## src/rtl/err_status_pkg.sv

```systemverilog
package err_status_pkg;
  localparam int STAT_W_DEF = 16;
  localparam int ERR_W_DEF  = 8;
endpackage

```

## src/rtl/err_flag_bank.sv

```systemverilog
module err_flag_bank #(
  parameter int ERR_W = 8
) (
  input  logic             clk,
  input  logic             rst,
  input  logic [ERR_W-1:0] err_i,
  input  logic             rd_i,
  output logic [ERR_W-1:0] flags_q,
  output logic [ERR_W-1:0] flags_nxt
);
  for (genvar g = 0; g < ERR_W; g++) begin : g_bit
    assign flags_nxt[g] = (flags_q[g] & ~rd_i) | err_i[g];
    always_ff @(posedge clk) begin
      if (rst) flags_q[g] <= 1'b0;
      else     flags_q[g] <= flags_nxt[g];
    end

    assert_set_R2: assert property (@(posedge clk) disable iff (rst)
      err_i[g] |=> flags_q[g]);
  end

  assert_sticky_R2: assert property (@(posedge clk) disable iff (rst)
    !rd_i |=> ((flags_q & $past(flags_q)) == $past(flags_q)));
  assert_clear_R5: assert property (@(posedge clk) disable iff (rst)
    (rd_i && err_i == '0) |=> (flags_q == '0));
endmodule

```

## src/rtl/err_read_port.sv

```systemverilog
module err_read_port #(
  parameter int STAT_W = 16,
  parameter int ERR_W  = 8
) (
  input  logic              clk,
  input  logic              rst,
  input  logic              rd_i,
  input  logic [ERR_W-1:0]  flags_q,
  output logic [STAT_W-1:0] rd_data_o
);
  localparam int PAD_W = STAT_W - ERR_W;

  always_ff @(posedge clk) begin
    if (rst)       rd_data_o <= '0;
    else if (rd_i) rd_data_o <= {{PAD_W{1'b0}}, flags_q};
  end

  assert_upper_zero_R3: assert property (@(posedge clk) disable iff (rst)
    rd_data_o[STAT_W-1:ERR_W] == '0);
  assert_hold_R4: assert property (@(posedge clk) disable iff (rst)
    !rd_i |=> $stable(rd_data_o));
endmodule

```

## src/rtl/err_term_ctrl.sv

```systemverilog
module err_term_ctrl #(
  parameter int ERR_W = 8
) (
  input  logic             clk,
  input  logic             rst,
  input  logic [ERR_W-1:0] flags_q,
  input  logic [ERR_W-1:0] flags_nxt,
  output logic             term_flag_o,
  output logic             ifc_rst_o
);
  logic any_nxt;
  assign any_nxt = |flags_nxt;

  always_ff @(posedge clk) begin
    if (rst) begin
      term_flag_o <= 1'b0;
      ifc_rst_o   <= 1'b0;
    end else begin
      term_flag_o <= any_nxt;
      ifc_rst_o   <= any_nxt & ~term_flag_o;
    end
  end

  assert_term_R7: assert property (@(posedge clk) disable iff (rst)
    term_flag_o == (flags_q != '0));
  assert_rise_pulse_R9: assert property (@(posedge clk) disable iff (rst)
    $rose(term_flag_o) |-> ifc_rst_o);
  assert_single_pulse_R9: assert property (@(posedge clk) disable iff (rst)
    ifc_rst_o |=> !ifc_rst_o);
endmodule

```

## src/rtl/err_status_reg.sv

```systemverilog
module err_status_reg
  import err_status_pkg::*;
#(
  parameter int STAT_W = STAT_W_DEF,
  parameter int ERR_W  = ERR_W_DEF
) (
  input  logic              clk,
  input  logic              rst,
  input  logic [ERR_W-1:0]  err_i,
  input  logic              rd_i,
  output logic [STAT_W-1:0] rd_data_o,
  output logic              term_flag_o,
  output logic              ifc_rst_o
);
  logic [ERR_W-1:0] flags_q;
  logic [ERR_W-1:0] flags_nxt;

  err_flag_bank #(.ERR_W(ERR_W)) u_bank (
    .clk(clk), .rst(rst), .err_i(err_i), .rd_i(rd_i),
    .flags_q(flags_q), .flags_nxt(flags_nxt)
  );

  err_read_port #(.STAT_W(STAT_W), .ERR_W(ERR_W)) u_rd (
    .clk(clk), .rst(rst), .rd_i(rd_i), .flags_q(flags_q),
    .rd_data_o(rd_data_o)
  );

  err_term_ctrl #(.ERR_W(ERR_W)) u_term (
    .clk(clk), .rst(rst), .flags_q(flags_q), .flags_nxt(flags_nxt),
    .term_flag_o(term_flag_o), .ifc_rst_o(ifc_rst_o)
  );

  assert_reset_R1: assert property (@(posedge clk)
    $past(rst) |-> (rd_data_o == '0 && !term_flag_o && !ifc_rst_o));
endmodule

```

## config.mk

```make
export PLATFORM = sky130hd
export DESIGN_NAME = err_status_reg
export DESIGN_NICKNAME = d
export VERILOG_FILES = /design/src/rtl/err_status_pkg.sv /design/src/rtl/err_flag_bank.sv /design/src/rtl/err_read_port.sv /design/src/rtl/err_term_ctrl.sv /design/src/rtl/err_status_reg.sv
export SDC_FILE = /design/constraint.sdc
export NUM_CORES = 1
export LEC_CHECK = 0
export ABC_AREA = 1
export ABC_CLOCK_PERIOD_IN_PS = 2300
export BUFFER_PORTS_ARGS = -buffer_cell sky130_fd_sc_hd__buf_2
export CAP_MARGIN = 15
export CORE_MARGIN = 5
export CORE_UTILIZATION = 53
export CTS_BUF_LIST = sky130_fd_sc_hd__clkbuf_8
export DETAILED_ROUTE_END_ITERATION = 8
export PLACE_DENSITY = 0.85
export SLEW_MARGIN = 20
export SYNTH_ARGS = -nofsm -noshare
export SYNTH_HDL_FRONTEND = slang
export SYNTH_HIERARCHICAL = 1
export SYNTH_SLANG_ARGS = --single-unit
```

## constraint.sdc

```tcl
create_clock -name clk -period 2.3 [get_ports clk]
set_input_delay 0.345 -clock clk [delete_from_list [all_inputs] [get_ports clk]]
set_output_delay 0.345 -clock clk [all_outputs]
set_load 0.005 [all_outputs]
```

-- Word level (Yosys, flattened, before mapping)
Index checks and enable logic that the tools add are counted.
Widths: inputs -> output; s select.
- register bits after elaboration: 18
- bits of input ports: 11
- output and inout bits: 18
- word-level logic and storage cells: 31
- bitwise logic cells: 19
- reduce and logical (&&, ||, !) cells: 1
- operator list (kind ; number):
    $and 1x1->1 ; 9
    $or 1x1->1 ; 8
    $reduce_or 8->1 ; 1
    $not 1->1 ; 2

-- Logic depth before layout (Yosys ltp)
Gate-level depths: netlist of the first run.
- depth after elaboration: 5
- mapped depth: 7
- mapped depth without buffers: 7

-- Modules after synthesis
The synthesis of the first run kept the hierarchy.
- modules (own cells, without submodules) (module ; instances ; cells each ; area an instance (µm²) ; sequential area each (µm²)):
    err_read_port ; 1 ; 60 ; 405.4 ; 160.2
    err_flag_bank ; 1 ; 42 ; 299.0 ; 160.2
    err_term_ctrl ; 1 ; 11 ; 75.1 ; 40.0

-- Least setup slack after synthesis of the first run
OpenSTA, ideal clock, no wires.
- path type: input port to flip-flop
- start point: input rd_i
- end point: register u_term.ifc_rst_o
- setup time: 0.116 ns
- arrival time: 0.801 ns
- data required time: 2.184 ns
- path slack: 1.383 ns
- stages on the path: 7
- path buffers: 0
- cell sequence: inv_2 > nand2_1 > nand2_1 > nor2_1 > nand2_1 > nor2_1 > nor3_1
- word-level cells in the longest chain between the ends: 5
- elaborated cells on any way between the ends: 19
- classes of those cells: 18 x bitwise; 1 x reduce/logical
- ends and longest elaborated chain (element ; RTL line ; RTL):
    start, declared ; err_status_reg.sv:10 ; input logic rd_i,
    $not 1->1 ; err_flag_bank.sv:12 ; assign flags_nxt[g] = (flags_q[g] & ~rd_i) | err_i[g];
    $and 1x1->1 ; err_flag_bank.sv:12 ;
    $or 1x1->1 ; err_flag_bank.sv:12 ;
    net flags_nxt[3] ; err_status_reg.sv:16 ; logic [ERR_W-1:0] flags_nxt;
    $reduce_or 8->1 ; err_term_ctrl.sv:12 ; assign any_nxt = |flags_nxt;
    $and 1x1->1 ; err_term_ctrl.sv:20 ; ifc_rst_o <= any_nxt & ~term_flag_o;
    end signal, assigned ; err_term_ctrl.sv:20 ;
    end, declared ; err_term_ctrl.sv:9 ; output logic ifc_rst_o
The timed path passes the listed nets, and every way through them passes these cells.
A chain may end at the register's enable or synchronous reset.

-- Worst setup path after layout of the first run
Ends and elaborated chain as after synthesis.

==> impl_metrics.csv, run 1 <==
group,metric,value,unit
run_status,status,"finished clean",
synthesis,yosys-top-cells-area,"dfxtp_1 46%, nand2_1 16%, nor2_1 10%, inv_1 8.2%, buf_4 7.7%",
die,rows,13,
critical_path,timing.critical_path.mode_cell,"nand2_1",
cts,clock-sinks,18,
synthesis,synthAdderAreaFrac,0,%
cts,cts.path.max_buffers,2,
grt,overflow,0,
synthesis,synth_edf_count,0,
sta,report.final.slew_viol_count,0,
placement,post-dp-hpwl,1040,um
critical_path,regToRegSetupSlack,1.38,ns
synthesis,async_flop_share,0,%
grt,grt_pass1_vias,503,
synthesis,synth_ff_type,"dfxtp_1",
drt,drt_wl_total,1310,um
synthesis,avgSynthCellArea,6.90,um2
grt,grt_max_degree,18,
min_path,hold_class,"primary input to flop",
cts,postCtsSetupBuffers,0,
critical_path,cp.arrival,1.24,ns
cts,clkTransAtPathRegs,0.06,ns
cts,clk_latency,0.24,ns
critical_path,critPathMaxStageDelay,0.26,ns
cells_and_area,diodes,0,
critical_path,r2r_end,"u_term/ifc_rst_o",
die,fp.dieW,48.4,um
synthesis,synth-simple-area-share,28.3,%
drt,drt-initial-drc-count,6,
sta,max_freq,903,MHz
grt,track_usage,10.7,%
synthesis,ys_seq_elements,18,
cts,cts.repair.resized,0,
drt,drtAntennaViolNets,0,
critical_path,slowest_stage,"buf_2",
cts,cts.hold.buffers_added,0,
synthesis,synth_compound_area_share,5.14,%
critical_path,crit_chain,"buf_2 > inv_2 > nand2_1 > nand2_1 > nor2_1 > nand2_1 > nor2_1 > nor3_1",
grt,grt_antenna_before_repair,0,
sta,finalHoldViolCount,0,
critical_path,critPathCaptureType,"flop",
cts,clockRootBuffer,"clkbuf_8",
power_and_ir_drop,vdd_drop_max,0.000377,V
drt,viasPerCell,4.24,
cts,h-tree-depth,1,
synthesis,yosys_warnings,6,
die,die_h,48.4,um
critical_path,cp-startpoint,"rd_i",
synthesis,synth_top_cells_by_count,"33 x nand2_1, 21 x nor2_1, 18 x dfxtp_1",
sta,setup_viol,0,
sta,fin_crit_sh,48.2,%
power_and_ir_drop,power.density,710,nW/um2
critical_path,worst_setup_path_start_kind,"primary input",
critical_path,critPathTopFamily,"simple AND/OR/NAND/NOR gates",
synthesis,synth_xor_area_share,0,%
synthesis,synth_area,779,um2
drt,dr_total_vias,624,
drt,post-route-drc-count,0,
power_and_ir_drop,p_leak,0.503,nW
synthesis,ys_types,13,
cells_and_area,drive_above_1_share,19.7,%
sta,rsz0062_at_grt,"false",
synthesis,synth_seq_area_share,46.2,%
cts,cts_buffers,3,
cells_and_area,n_fill_cell,124,
critical_path,r2r_cells,6,
placement,port_buffers,20,
synthesis,synth_top_cell_area_share,46.2,%
cts,cts_tree,"yes",
critical_path,crit_fanout,17,
die,io_pins,29,
synthesis,synth_top_family_by_area,"simple AND/OR/NAND/NOR gates",
sta,fin_skew,0.00234,ns
synthesis,synth.most_common_cell,"nand2_1",
run,drv_cap,0,
die,core,1350,um2
critical_path,worstPathRequired,2.43,ns
critical_path,worstSetupPathType,"primary input to flop",
drt,firstDrtPassIters,2,
grt,grt_pass1_wl,2040,um
synthesis,yosysTopAreaCell,"dfxtp_1",
die,initial_utilization,57.7,%
die,dieArea,2340,um2
cells_and_area,nNetsFinal,145,
power_and_ir_drop,finalPower,624,uW
critical_path,endpoint,"u_term/ifc_rst_o",
placement,finalWeightedCongestion,0.822,
sta,min_period,1.11,ns
critical_path,worst-path-buf-inv,2,
synthesis,synthCells,113,
sta,fin_tns_setup,0,ns
cells_and_area,syn2layout_area_growth,12.7,%
synthesis,muxShareOfSynthArea,0,%
critical_path,path_depth,8,
critical_path,rr_startpoint,"u_bank/flags_q[7]",
drt,wl_per_cell,8.90,um
-- kinds of logic (layout without fill, tap and decap cells) --
| logic type | Yosys count | after routing |
|---|---|---|
| simple gates | 57 | 57 |
| buf+inv | 29 | 41 |
| flops | 18 | 18 |
| compound gates | 8 | 8 |
| other cells | 1 | 8 |
-- flip-flops by register name, indices dropped and copies added, names as in the netlist --
name	count
u_rd/rd_data_o	8
u_term/term_flag_o	1
u_bank/flags_q	8
u_term/ifc_rst_o	1
-- how the worst min path moves through the flow --
stage,slack (ns),cells past startpoint,to,startpoint
finish,0.36,3,u_bank/flags_q[2],err_i[2]
global route,0.37,3,u_bank/flags_q[6],err_i[6]
CTS,0.36,3,u_bank/flags_q[2],err_i[2]
detailed placement,0.41,1,u_term/ifc_rst_o,u_term/term_flag_o
global placement,0.41,1,u_term/ifc_rst_o,u_term/term_flag_o
floorplan,0.42,1,u_term/term_flag_o,rst
-- through the flow --
stage / hold slack, ns / worst slack, ns / cell area, um2 / utilization [%] / cells
final: 0.361 / 1.19 / 878 / 65.1 / 147
after floorplan: 0.417 / 1.38 / 806 / - / 120
after CTS: 0.356 / 1.19 / 878 / 65.1 / 147
after detailed placement: 0.410 / 0.934 / 837 / 62.0 / 144
after global routing: 0.371 / 1.07 / 878 / 65.1 / 147
after global placement: 0.405 / 0.953 / 837 / 62.0 / 144
-- routing by layer --
metal	track usage (%)	share of wire (%)	vias to the layer above
li1	-	-	349
met1	13.4	44	256
met2	15.2	47	17
met3	2.75	8.0	2
met4	8.29	0.76	0
met5	0	0	-
-- power by group --
part           switching (mW)  internal (mW)
combinational          0.0437         0.0310
sequential            0.00919          0.332
clock                  0.0919          0.116
-- tightest hold or removal path, delay by kind of cell --
family / cells / cell delay [ns]
buffers and inverters: 2 / 0.15
AO/OA/AOI/OAI: 1 / 0.06
-- layout by cell type (no fill, tap or decap) --
master / count
clkbuf_8: 3
inv_2: 1
buf_2: 20
nand2_1: 33
nor2_1: 21
nand2_2: 1
a21oi_1: 8
conb_1: 8
nor3_1: 1
nor2_2: 1
dfxtp_1: 18
inv_1: 17
-- layout make-up --
cell class / instances / area (um2) / share of cell area (%)
sequential: 18 / 360 / 41.0
multi-input combinational: 73 / 290 / 33.0
timing repair buffer: 20 / 100 / 11.4
inverter: 18 / 67.6 / 7.69
clock buffer: 3 / 41.3 / 4.70
tap: 15 / 18.8 / 2.14
(Power assumes the default switching activity.)
==> run 2, diff against run 1 <==
--- a/config.mk
+++ b/config.mk
@@ -6,14 +6,14 @@
 export NUM_CORES = 1
 export LEC_CHECK = 0
 export ABC_AREA = 1
-export ABC_CLOCK_PERIOD_IN_PS = 2300
+export ABC_CLOCK_PERIOD_IN_PS = 1000
 export BUFFER_PORTS_ARGS = -buffer_cell sky130_fd_sc_hd__buf_2
 export CAP_MARGIN = 15
 export CORE_MARGIN = 5
-export CORE_UTILIZATION = 53
+export CORE_UTILIZATION = 44
 export CTS_BUF_LIST = sky130_fd_sc_hd__clkbuf_8
 export DETAILED_ROUTE_END_ITERATION = 8
-export PLACE_DENSITY = 0.85
+export PLACE_DENSITY = 0.75
 export SLEW_MARGIN = 20
 export SYNTH_ARGS = -nofsm -noshare
 export SYNTH_HDL_FRONTEND = slang
==> constraint.sdc (replaced) <==
create_clock -name clk -period 1 [get_ports clk]
set_input_delay 0.15 -clock clk [delete_from_list [all_inputs] [get_ports clk]]
set_output_delay 0.15 -clock clk [all_outputs]
set_load 0.005 [all_outputs]
==> impl_metrics.csv, run 2 (synthesized netlist as in run 1, its figures left out) <==
group,metric,value,unit
run_status,status,"finished clean",
drt,drt-initial-drc-count,8,
cts,cts_tree,"yes",
sta,report.final.slew_viol_count,0,
drt,post-route-drc-count,0,
die,die_h,52.1,um
power_and_ir_drop,p_leak,0.515,nW
grt,grt_max_degree,17,
critical_path,cp-startpoint,"u_bank/flags_q[3]",
drt,viasPerCell,3.96,
cells_and_area,drive_above_1_share,20.9,%
cells_and_area,n_fill_cell,180,
cells_and_area,layout_commonest_cell,"nand2_1",
sta,setup_viol,0,
drt,drtAntennaViolNets,0,
min_path,min_from,"err_i[5]",
min_path,hold_class,"primary input to flop",
cts,clkTransAtPathRegs,0.07,ns
cts,cts_buffers,3,
sta,rsz0062_at_grt,"false",
sta,min_period,0.931,ns
cells_and_area,largest_registers,"u_bank/flags_q (8), u_rd/rd_data_o (8)",
power_and_ir_drop,vdd_drop_max,0.000873,V
cells_and_area,diodes,0,
critical_path,rr_startpoint,"u_bank/flags_q[3]",
die,initial_utilization,45.6,%
critical_path,worstSetupPathType,"flop to flop",
critical_path,worst_setup_path_start_kind,"flop",
die,core,1710,um2
grt,overflow,0,
sta,max_freq,1070,MHz
run,drv_cap,0,
drt,firstDrtPassIters,3,
critical_path,cp.arrival,1.07,ns
critical_path,worstPathRequired,1.14,ns
cts,cts.repair.resized,0,
grt,track_usage,10.5,%
placement,finalWeightedCongestion,0.781,
cts,cts.hold.buffers_added,0,
drt,wl_per_cell,8.44,um
placement,numPlacedInstances,155,
cts,clockRootBuffer,"clkbuf_8",
grt,grt_pass1_wl,2160,um
grt,grt_pass1_vias,577,
critical_path,crit_fanout,2,
grt,grt_antenna_before_repair,0,
cts,cts.path.max_buffers,2,
cts,postCtsSetupBuffers,0,
drt,drt_wl_total,1340,um
sta,fin_crit_sh,93.1,%
die,rows,15,
sta,finalHoldViolCount,0,
die,fp.dieW,52.1,um
die,io_pins,29,
sta,fin_tns_setup,0,ns
cts,clk_latency,0.25,ns
drt,dr_total_vias,630,
die,dieArea,2710,um2
cells_and_area,syn2layout_area_growth,17.0,%
cts,clock-sinks,18,
placement,post-dp-hpwl,1030,um
placement,port_buffers,20,
cells_and_area,mostFrequentLayoutCells,"33 x nand2_1, 21 x nor2_1, 20 x buf_2",
cells_and_area,fin_cells,159,
cts,h-tree-depth,1,
critical_path,critPathCaptureType,"flop",
power_and_ir_drop,power.density,1690,nW/um2
cells_and_area,nNetsFinal,146,
sta,fin_skew,0.000579,ns
run 2: changes by cell type in the layout (fill, tap and decap cells not counted):
cell | before | now
clkbuf_8 | 3 | 4
buf_4 | 0 | 1
run 2: power by group:
part           switching (mW)  internal, mW  total, mW
clock network           0.231         0.349      0.580
logic                   0.101        0.0740      0.175
registers              0.0204         0.764      0.784
run 2: metal layers:
layer | vias up | GRT usage, % | wire length, um
met3 | 2 | 2.01 | 108
met5 | - | 0 | 0
met4 | 0 | 6.55 | 12
met1 | 258 | 12.3 | 594
li1 | 353 | - | -
met2 | 17 | 17.2 | 628
run 2: path summary, 6_finish.rpt:
check	cells after the start	to	slack [ns]
hold reg to reg	1	u_term/ifc_rst_o	0.41
hold / removal	3	u_bank/flags_q[5]	0.16
setup reg to reg	6	u_term/ifc_rst_o	0.07
setup / recovery	6	u_term/ifc_rst_o	0.07
run 2: cell type report:
| type | instances | area [um2] | share of cell area (%) |
|---|---|---|---|
| Sequential cell | 18 | 360 | 39.5 |
| Multi-Input combinational cell | 73 | 290 | 31.8 |
| Timing Repair Buffer | 21 | 108 | 11.8 |
| Inverter | 18 | 67.6 | 7.41 |
| Clock buffer | 4 | 55.1 | 6.04 |
| Tap cell | 25 | 31.3 | 3.43 |
run 2: stage by stage:
step	cell area, um2	power (mW)	hold slack (ns)	worst slack (ns)	utilization [%]
2_1_floorplan	806	0.942	0.222	0.179	-
6_report	912	1.54	0.158	0.0694	53.4
5_1_grt	912	1.62	0.157	0.00441	53.4
3_5_place_dp	857	0.976	0.406	0.0501	50.2
3_3_place_gp	857	0.973	0.411	0.0997	50.2
4_1_cts	912	1.56	0.153	0.0690	53.4
run 2: worst max-delay path, cell delays in order, from the launching register on:
cell     delay, ns
dfxtp_1       0.31
nand2_1       0.09
nand2_1       0.05
nor2_1        0.10
nand2_1       0.06
nor2_1        0.15
nor3_1        0.06
